$ cat src/rtl/hold_avg_pkg.sv
package hold_avg_pkg;
    typedef enum logic [1:0] {
        ST_IDLE = 2'd0,
        ST_SUM  = 2'd1,
        ST_DIV  = 2'd2,
        ST_FIN  = 2'd3
    } hx_state_t;
endpackage

$ cat src/rtl/hist_ring.sv
module hist_ring #(
    parameter int W     = 16,
    parameter int DEPTH = 64,
    localparam int AW   = $clog2(DEPTH),
    localparam int CW   = AW + 1
) (
    input  logic          clk,
    input  logic          rst_n,
    input  logic          wr_en,
    input  logic [W-1:0]  wr_data,
    input  logic [AW-1:0] rd_idx,
    output logic [W-1:0]  rd_data,
    output logic [AW-1:0] wr_ptr,
    output logic [CW-1:0] count
);
    logic [W-1:0] mem [DEPTH];

    always_ff @(posedge clk) begin
        if (!rst_n) begin
            for (int i = 0; i < DEPTH; i++) mem[i] <= '0;
            wr_ptr <= '0;
            count  <= '0;
        end else if (wr_en) begin
            mem[wr_ptr] <= wr_data;
            wr_ptr      <= wr_ptr + AW'(1);
            if (count != CW'(DEPTH)) count <= count + CW'(1);
        end
    end

    assign rd_data = mem[rd_idx];

    AST_CNT_SAT: assert property (@(posedge clk) disable iff (!rst_n)
        count <= CW'(DEPTH));
    AST_PAUSE_KEEPS: assert property (@(posedge clk) disable iff (!rst_n)
        !wr_en |=> ($stable(count) && $stable(wr_ptr)));
endmodule

$ cat src/rtl/span_decode.sv
module span_decode #(
    parameter int DEPTH = 64,
    localparam int AW   = $clog2(DEPTH),
    localparam int CW   = AW + 1,
    localparam int HALF = DEPTH / 2
) (
    input  logic [4:0]    len_code,
    input  logic [4:0]    dly_code,
    output logic [CW-1:0] win_len,
    output logic [CW-1:0] dly_len
);
    localparam logic [CW-1:0] ONE = CW'(1);

    always_comb begin
        if (int'(len_code) >= AW)      win_len = CW'(HALF);
        else if (len_code == 5'd0)     win_len = ONE;
        else                           win_len = (ONE << len_code) - ONE;

        if (int'(dly_code) >= AW - 1)  dly_len = CW'(HALF);
        else                           dly_len = ONE << dly_code;
    end
endmodule

$ cat src/rtl/serial_div.sv
module serial_div #(
    parameter int SW = 22,
    parameter int CW = 7,
    parameter int W  = 16,
    localparam int NW = $clog2(SW + 1)
) (
    input  logic          clk,
    input  logic          rst_n,
    input  logic          start,
    input  logic [SW-1:0] dividend,
    input  logic [CW-1:0] divisor,
    output logic [SW-1:0] quotient,
    output logic          done
);
    logic [CW:0]   rem;
    logic [CW:0]   sh;
    logic [CW-1:0] dvsr;
    logic [NW-1:0] steps;
    logic          busy;

    assign sh = {rem[CW-1:0], quotient[SW-1]};

    always_ff @(posedge clk) begin
        if (!rst_n) begin
            rem      <= '0;
            quotient <= '0;
            dvsr     <= '0;
            steps    <= '0;
            busy     <= 1'b0;
            done     <= 1'b0;
        end else begin
            done <= 1'b0;
            if (start) begin
                quotient <= dividend;
                rem      <= '0;
                dvsr     <= divisor;
                steps    <= NW'(SW);
                busy     <= 1'b1;
            end else if (busy) begin
                if (sh >= {1'b0, dvsr}) begin
                    rem      <= sh - {1'b0, dvsr};
                    quotient <= {quotient[SW-2:0], 1'b1};
                end else begin
                    rem      <= sh;
                    quotient <= {quotient[SW-2:0], 1'b0};
                end
                steps <= steps - NW'(1);
                if (steps == NW'(1)) begin
                    busy <= 1'b0;
                    done <= 1'b1;
                end
            end
        end
    end

    AST_QUO_FITS: assert property (@(posedge clk) disable iff (!rst_n)
        done |-> (quotient[SW-1:W] == '0));
endmodule

$ cat src/rtl/hold_avg_top.sv
module hold_avg_top
    import hold_avg_pkg::*;
#(
    parameter int W     = 16,
    parameter int DEPTH = 64,
    localparam int AW   = $clog2(DEPTH),
    localparam int CW   = AW + 1,
    localparam int SW   = W + AW,
    localparam int HALF = DEPTH / 2
) (
    input  logic         clk,
    input  logic         rst_n,
    input  logic         smp_stb,
    input  logic [W-1:0] freq_in,
    input  logic         acc_en,
    input  logic [4:0]   len_code,
    input  logic [4:0]   dly_code,
    input  logic         hold_stb,
    output logic [W-1:0] avg_out,
    output logic         hist_ok,
    output logic         avg_done
);
    hx_state_t     state, nxt;
    logic          wr_en;
    logic [W-1:0]  rd_data;
    logic [AW-1:0] wr_ptr, rd_idx;
    logic [CW-1:0] count;
    logic [CW-1:0] win_len, dly_len, win_lat, left;
    logic [SW-1:0] acc, quo;
    logic          div_start, div_done, ok_lat, enough;
    logic [W-1:0]  res;

    assign wr_en     = smp_stb && acc_en && !hold_stb && (state == ST_IDLE);
    assign enough    = {1'b0, count} >= ({1'b0, win_len} + {1'b0, dly_len});
    assign div_start = (state == ST_SUM) && (left == '0);

    hist_ring #(.W(W), .DEPTH(DEPTH)) u_ring (
        .clk     (clk),
        .rst_n   (rst_n),
        .wr_en   (wr_en),
        .wr_data (freq_in),
        .rd_idx  (rd_idx),
        .rd_data (rd_data),
        .wr_ptr  (wr_ptr),
        .count   (count)
    );

    span_decode #(.DEPTH(DEPTH)) u_span (
        .len_code (len_code),
        .dly_code (dly_code),
        .win_len  (win_len),
        .dly_len  (dly_len)
    );

    serial_div #(.SW(SW), .CW(CW), .W(W)) u_div (
        .clk      (clk),
        .rst_n    (rst_n),
        .start    (div_start),
        .dividend (acc),
        .divisor  (win_lat),
        .quotient (quo),
        .done     (div_done)
    );

    // state register
    always_ff @(posedge clk) begin
        if (!rst_n) state <= ST_IDLE;
        else        state <= nxt;
    end

    // transitions: START, INVALID, SUMMED, QUOTIENT, PRESENT
    always_comb begin
        nxt = state;
        unique case (state)
            ST_IDLE: if (hold_stb) nxt = enough ? ST_SUM : ST_FIN;
            ST_SUM:  if (left == '0) nxt = ST_DIV;
            ST_DIV:  if (div_done) nxt = ST_FIN;
            ST_FIN:  nxt = ST_IDLE;
        endcase
    end

    // datapath
    always_ff @(posedge clk) begin
        if (!rst_n) begin
            rd_idx  <= '0;
            left    <= '0;
            win_lat <= CW'(1);
            acc     <= '0;
            ok_lat  <= 1'b0;
            res     <= '0;
        end else begin
            unique case (state)
                ST_IDLE: if (hold_stb) begin
                    ok_lat  <= enough;
                    win_lat <= win_len;
                    left    <= win_len;
                    acc     <= '0;
                    res     <= '0;
                    rd_idx  <= wr_ptr - AW'(1) - dly_len[AW-1:0];
                end
                ST_SUM: if (left != '0) begin
                    acc    <= acc + SW'(rd_data);
                    rd_idx <= rd_idx - AW'(1);
                    left   <= left - CW'(1);
                end
                ST_DIV: if (div_done) res <= quo[W-1:0];
                ST_FIN: ;
            endcase
        end
    end

    // outputs
    always_ff @(posedge clk) begin
        if (!rst_n) begin
            avg_out  <= '0;
            hist_ok  <= 1'b0;
            avg_done <= 1'b0;
        end else begin
            avg_done <= (state == ST_FIN);
            if (state == ST_FIN) begin
                avg_out <= res;
                hist_ok <= ok_lat;
            end
        end
    end

    AST_DONE_PULSE: assert property (@(posedge clk) disable iff (!rst_n)
        avg_done |=> !avg_done);
    AST_INVALID_ZERO: assert property (@(posedge clk) disable iff (!rst_n)
        (avg_done && !hist_ok) |-> (avg_out == '0));
    AST_BUSY_FROZEN: assert property (@(posedge clk) disable iff (!rst_n)
        (state != ST_IDLE) |=> $stable(count));
    AST_WIN_RANGE: assert property (@(posedge clk) disable iff (!rst_n)
        (win_len >= CW'(1)) && (win_len <= CW'(HALF)) && (dly_len <= CW'(HALF)));
    AST_BUSY_NO_RESTART: assert property (@(posedge clk) disable iff (!rst_n)
        (state == ST_SUM) |=> (state != ST_IDLE));
endmodule

$ cat config.mk
export PLATFORM = sky130hd
export DESIGN_NAME = hold_avg_top
export DESIGN_NICKNAME = d
export VERILOG_FILES = /design/src/rtl/hold_avg_pkg.sv /design/src/rtl/hist_ring.sv /design/src/rtl/span_decode.sv /design/src/rtl/serial_div.sv /design/src/rtl/hold_avg_top.sv
export SDC_FILE = /design/constraint.sdc
export NUM_CORES = 2
export LEC_CHECK = 0
export ABC_CLOCK_PERIOD_IN_PS = 11900
export BUFFER_PORTS_ARGS = -buffer_cell sky130_fd_sc_hd__buf_2
export CELL_PAD_IN_SITES_DETAIL_PLACEMENT = 1
export CELL_PAD_IN_SITES_GLOBAL_PLACEMENT = 2
export CORE_ASPECT_RATIO = 0.9
export CORE_MARGIN = 2
export CORE_UTILIZATION = 41
export CTS_CLUSTER_DIAMETER = 200
export CTS_CLUSTER_SIZE = 40
export DETAILED_ROUTE_END_ITERATION = 7
export GPL_TIMING_DRIVEN = 1
export MAX_ROUTING_LAYER = met4
export PLACE_DENSITY_LB_ADDON = 0.1
export SLEW_MARGIN = 10
export SYNTH_ARGS = -nofsm -noshare
export SYNTH_HDL_FRONTEND = slang
export SYNTH_HIERARCHICAL = 1
export SYNTH_SLANG_ARGS = --single-unit
$ cat constraint.sdc
create_clock -name clk -period 11.9 [get_ports clk]
set_clock_uncertainty 0.1 [all_clocks]
set_input_delay 1.19 -clock clk [delete_from_list [all_inputs] [get_ports clk]]
set_output_delay 1.19 -clock clk [all_outputs]
set_load 0.1 [all_outputs]
# After elaboration in Yosys (flattened, before gate mapping)
# Memory sizes are Yosys's and may differ from the RTL's. A register that Yosys moved wholly into a read port is not among the register bits.
# Index checks and enable logic that the tools add are counted.
# totals
reg_bits,135
ram_bits,1024
inputBits,31
out_inout_bits,18
wordCells,107
memories,1
# mem_list
memory,depth,word_bits,read_ports,rd_clocked_by_memory_dff,wr,line_no,text
u_ring.mem,64,16,1,1,64,hist_ring.sv:16,logic [W-1:0] mem [DEPTH];
# op_classes
addsub,11
magnitude_cmp,4
eq_ne,9
n_shift,2
n_mux,39
bitwise_logic,2
reduce_logical,20
# ops
op,n
22-bit two-way mux,4
16-bit two-way mux,3
22-bit case mux with 2 select lines,1
7-bit two-way mux,6
16-bit case mux with 2 select lines,1
6-bit two-way mux,5
22-bit by 16-bit adder with 22-bit output,1
16-bit OR reduction,1
7-bit case mux with 2 select lines,1
1-bit by 5-bit << shifter with 7-bit output (first input constant),2
7-bit by 1-bit subtractor with 7-bit output (second input constant),2
6-bit case mux with 2 select lines,1
6-bit by 1-bit subtractor with 6-bit output (second input constant),2
5-bit by 3-bit greater-or-equal comparator with 1-bit output (second input constant),2
1-bit two-way mux,10
5-bit two-way mux,2
3-bit AND reduction,3
7-bit by 7-bit adder with 8-bit output,1
7-bit by 8-bit greater-or-equal comparator with 1-bit output,1
8-bit by 7-bit greater-or-equal comparator with 1-bit output,1
2-bit two-way mux,4
2-bit case mux with 4 select lines,1
7-bit by 1-bit adder with 7-bit output (second input constant),1
7-bit logical NOT,1
20 further kinds,30

# Logic depth before layout (Yosys ltp)
# depth
depth_word,9
depth_mapped,19
mapped_depth_nobuf,18

# Hierarchy
# Netlist, hierarchy kept.
# by_module_without_submodules
mod,n_inst,cells_each,area_each_um2,seq_area_each_um2
hist_ring,1,3070,47376.7,31009.7
hold_avg_top,1,558,4790.8,1581.5
serial_div,1,265,2293.4,860.8
span_decode,1,35,200.2,0.0

# Worst setup path after synthesis
# No wires, ideal clock.
# synth_timing
kind,in2reg
from,input len_code[4]
to,register ok_lat
setup_ns,0.115
arrival_ns,4.369
required_time_ns,11.685
path_slack_ns,7.316
stages,14
cell_sequence,nor4_1 nand2b_1 ha_1 nor3_1 ha_1 a211oi_1 o21bai_1 a21oi_1 xor2_1 ha_1 a2111o_1 o21ai_0 o31ai_1 and2_1
# synth_via
elab_chain_len,6
word_cells_on_any_way,8
# synth_lines
element,line_no,text
"start, declared",hold_avg_top.sv:16,"input logic [4:0] len_code,"
1-bit by 5-bit << shifter with 7-bit output,span_decode.sv:17,else win_len = (ONE << len_code) - ONE;
7-bit by 1-bit subtractor with 7-bit output,span_decode.sv:17,
7-bit two-way mux,span_decode.sv:16,else if (len_code == 5'd0) win_len = ONE;
7-bit two-way mux *,span_decode.sv:15,if (int'(len_code) >= AW) win_len = CW'(HALF);
named net win_len[1],hold_avg_top.sv:28,"logic [CW-1:0] win_len, dly_len, win_lat, left;"
7-bit by 7-bit adder with 8-bit output *,hold_avg_top.sv:34,"assign enough = {1'b0, count} >= ({1'b0, win_len} + {1'b0, dly_len});"
7-bit by 8-bit greater-or-equal comparator with 1-bit output *,hold_avg_top.sv:34,
"end signal, assigned",hold_avg_top.sv:94,ok_lat <= enough;
"end, declared",hold_avg_top.sv:30,"logic div_start, div_done, ok_lat, enough;"
# The timed path passes the listed nets; every way through them passes the cells marked *.
# A chain may end at the register's enable or synchronous reset.

==> impl_metrics.yaml <==
synthesis:
  synth_top_family_by_area: "simple AND/OR/NAND/NOR gates"
  yosys.area_share.xor_xnor: 0.00577
  syn-num-nets: 4018
  synthSimpleGateAreaFrac: 0.161
  yosysTopAreaCellShare: 0.563
  synthFlopType: "edfxtp_1"
  synth_compound_area_frac: 0.0460
  yosys.area.top_type: "edfxtp_1"
  synth_cell_types: 81
  synth-adder-area-share: 0.0141
  synth.avg_cell_area_um2: 13.9
  syn_area_um2: 54700
  synth-async-reset-ratio: 0
  synth.most_common_cell: "and2_1"
  yosysSeqAreaShare: 0.612
  synthMuxAreaShare: 0.131
  synthTopCellsByArea: "edfxtp_1, and2_1, mux4_2"
  yosys_warnings: 6
  synth-edff-count: 1024
  ys_ff_latch: 1159
  yosys-top-cells-count: "and2_1, edfxtp_1, mux4_2"
  syn_inst: 3928
cts:
  cts.repair.resized: 0
  cts_root_buf: "clkbuf_16"
  clk_latency_ns: 0.69
  cts_sinks: 1159
  h-tree-depth: 2
  cts_tree: "yes"
  post_cts_buffers: 0
  path_clk_slew_ns: 0.17
  cts_made_buffers: 34
  holdBufCountCts: 0
  clockBufferDepth: 3
setup_path:
  cp-start-kind: "flop"
  worstPathArrival_ns: 5.89
  crit_path_max_fanout: 94
  reg2reg_to: "acc[20]"
  cp_common_cell: "a21oi_1"
  ff2ff_path_depth: 15
  crit_path_end_kind: "flop"
  path_cells: "buf_12 -> mux4_2 -> mux2i_1 -> a21oi_1 -> o21ai_0 -> o21ai_1 -> ha_1 -> inv_1 -> fa_1 -> nand2b_1 -> a21oi_1 -> o31ai_1 -> a21oi_2 -> a31oi_1 -> a41o_1"
  required_ns: 12.44
  rr_startpoint: "rd_idx[1]"
  rrSetupSlack_ns: 6.55
  critPathMaxStageDelay_ns: 0.75
  crit_type: "flop to flop"
  path_buf_inv: 2
  slowest_stage: "dfxtp_4"
  critical_path.top_delay_family: "compound AO/OA/AOI/OAI gates"
final_layout:
  multi_input_area_um2: 19600
  drive_gt1_frac: 0.142
  fin_cells: 5568
  syn_to_final_growth_pct: 5.47
  seqCellArea_um2: 33500
  fillers: 13300
  design_area_um2: 57700
  final_nets: 3892
sta:
  post-route-period-util: 0.450
  hold_violations: 0
  fin_setup_tns_ns: 0
  fmax_mhz: 187
  drv_slew: 0
  rsz0062_at_grt: "no"
  fin_crit_ns: 5.35
  relSlewSlack: 0.0941
  final-setup-viol-count: 0
  tightestPinTransition_ns: 1.35
global_routing:
  grt_first_pass_wirelength_mm: 235
  grt_max_degree: 113
  antenna_found_initial: 10
  grt_pass1_vias: 33500
  grt_usage: 0.244
  grt-ovfl-total: 0
die:
  dieArea_um2: 136000
  rows: 127
  die_y_um: 350
  core-area_um2: 133000
  boundaryPins: 49
  chipWidth_um: 389
  initial_core_util: 0.411
place:
  io_buffers: 48
  dp.cells: 5507
  dp_hpwl_mm: 101
  postPlaceCellArea_um2: 56700
  place_congestion: 0.840
pwr:
  power_mw: 10.1
  p_leak_nw: 19.3
  power_density_nw_per_um2: 175
  max-vdd-ir-drop_mv: 0.155
route:
  vias: 31700
  first_iter_violations: 2715
  drtAntennaViolNets: 0
  wl_per_cell_um: 28.9
  first_pass_iters: 5
  vias_per_cell: 5.69
  drcViolationCount: 0
  routed_wl_mm: 161
flow_run:
  cap_violations: 0
worst_hold_path:
  hold_class: "flop to flop"
  hold-path-endpoint: "win_lat[2]"
  whs_path_depth: 2
  min-delay-start: "win_lat[2]"
run_status:
  outcome: "finished, final reports clean"
==> placed cells by master (no fill, tap or decap), types with 6 or more instances in the layout <==
cell       count
and2_1      1063
mux2_2         6
inv_1         42
ha_1          55
nor2_2        16
nor3_1        23
buf_4        126
o21a_1         8
mux4_2       272
xnor2_1       23
nand4_1       12
diode_2        7
mux2i_1       97
o21ai_0      109
nand2_1      103
edfxtp_1    1024
a31oi_1        9
nor2b_1       65
a21boi_0       9
xor2_1        13
buf_2         47
a22oi_1       20
nand2b_1      17
nand3_1       17
clkbuf_16     35
a21oi_1       79
o31ai_1        9
o21ai_1       79
dfxtp_1      129
nor2_1       118
o22ai_1       24
a21o_1         7
a211oi_1      21
and3_1        10
clkbuf_1      18
or3_1         18
==> per-layer routing <==
metal | wire length [um] | track usage
met4 | 3250 | 0.0494
met5 | 0 | -
met1 | 69800 | 0.327
met3 | 8540 | 0.0257
met2 | 79300 | 0.404
==> flip-flops by register name, indices dropped and copies added (netlist names) <==
| name | flops |
|---|---|
| u_div/quotient | 22 |
| avg_out | 16 |
| u_ring/mem | 1024 |
| rd_idx | 6 |
| u_div/steps | 5 |
| u_div/busy | 1 |
| acc | 22 |
| u_div/dvsr | 7 |
| res | 16 |
| u_div/rem | 7 |
| u_div/done | 1 |
| left | 7 |
| u_ring/count | 7 |
| avg_done | 1 |
| win_lat | 7 |
| hist_ok | 1 |
| ok_lat | 1 |
| u_ring/wr_ptr | 6 |
| state | 2 |
==> tightest hold or removal path: cells and delay by family (launching register included) <==
family	cells	cell delay (ns)
AO/OA/AOI/OAI	1	0.06
flip-flops	1	0.34
AND/OR/NAND/NOR	1	0.05
==> metrics by stage <==
stage,util,hold slack [ns],setup slack (ns)
global route,0.434,0.426,6.32
finish,0.434,0.382,6.55
detailed placement,0.427,0.366,6.56
CTS,0.434,0.386,6.55
global placement,0.426,0.359,6.46
floorplan,-,0.340,7.32
==> power by group <==
part	switching [mW]	internal, mW
logic	2.11	1.37
clock network	1.21	0.563
registers	0.208	4.62
==> area by class of cell <==
cell class | count | share of cell area
Sequential cell | 1159 | 0.581
Multi-Input combinational cell | 2386 | 0.340
Tap cell | 1741 | 0.0378
Timing Repair Buffer | 178 | 0.0222
Clock buffer | 53 | 0.0164
Inverter | 43 | 0.00280
Antenna cell | 7 | 0.000304
Clock inverter | 1 | 0.000152
==> cells by family (layout without fill, tap and decap cells) <==
kind of cell | after synthesis | count (layout)
buffers and inverters | 383 | 275
XOR/XNOR | 36 | 36
AND/OR/NAND/NOR | 1496 | 1496
other | 1 | 8
multiplexers | 376 | 376
adder cells (fa/ha/maj) | 59 | 59
flip-flops | 1159 | 1159
AO/OA/AOI/OAI | 418 | 418
==> worst max-delay path by stage <==
stage / endpoint / startpoint / cells past startpoint / slack [ns]
2_1_floorplan: ok_lat / len_code[4] / 14 / 7.32
3_3_place_gp: ok_lat / len_code[4] / 15 / 6.46
3_5_place_dp: ok_lat / len_code[4] / 15 / 6.56
4_1_cts: acc[20] / rd_idx[1] / 15 / 6.55
5_1_grt: acc[20] / rd_idx[1] / 13 / 6.32
6_report: acc[20] / rd_idx[1] / 15 / 6.55
No activity file was read; power rests on OpenSTA's default activity.
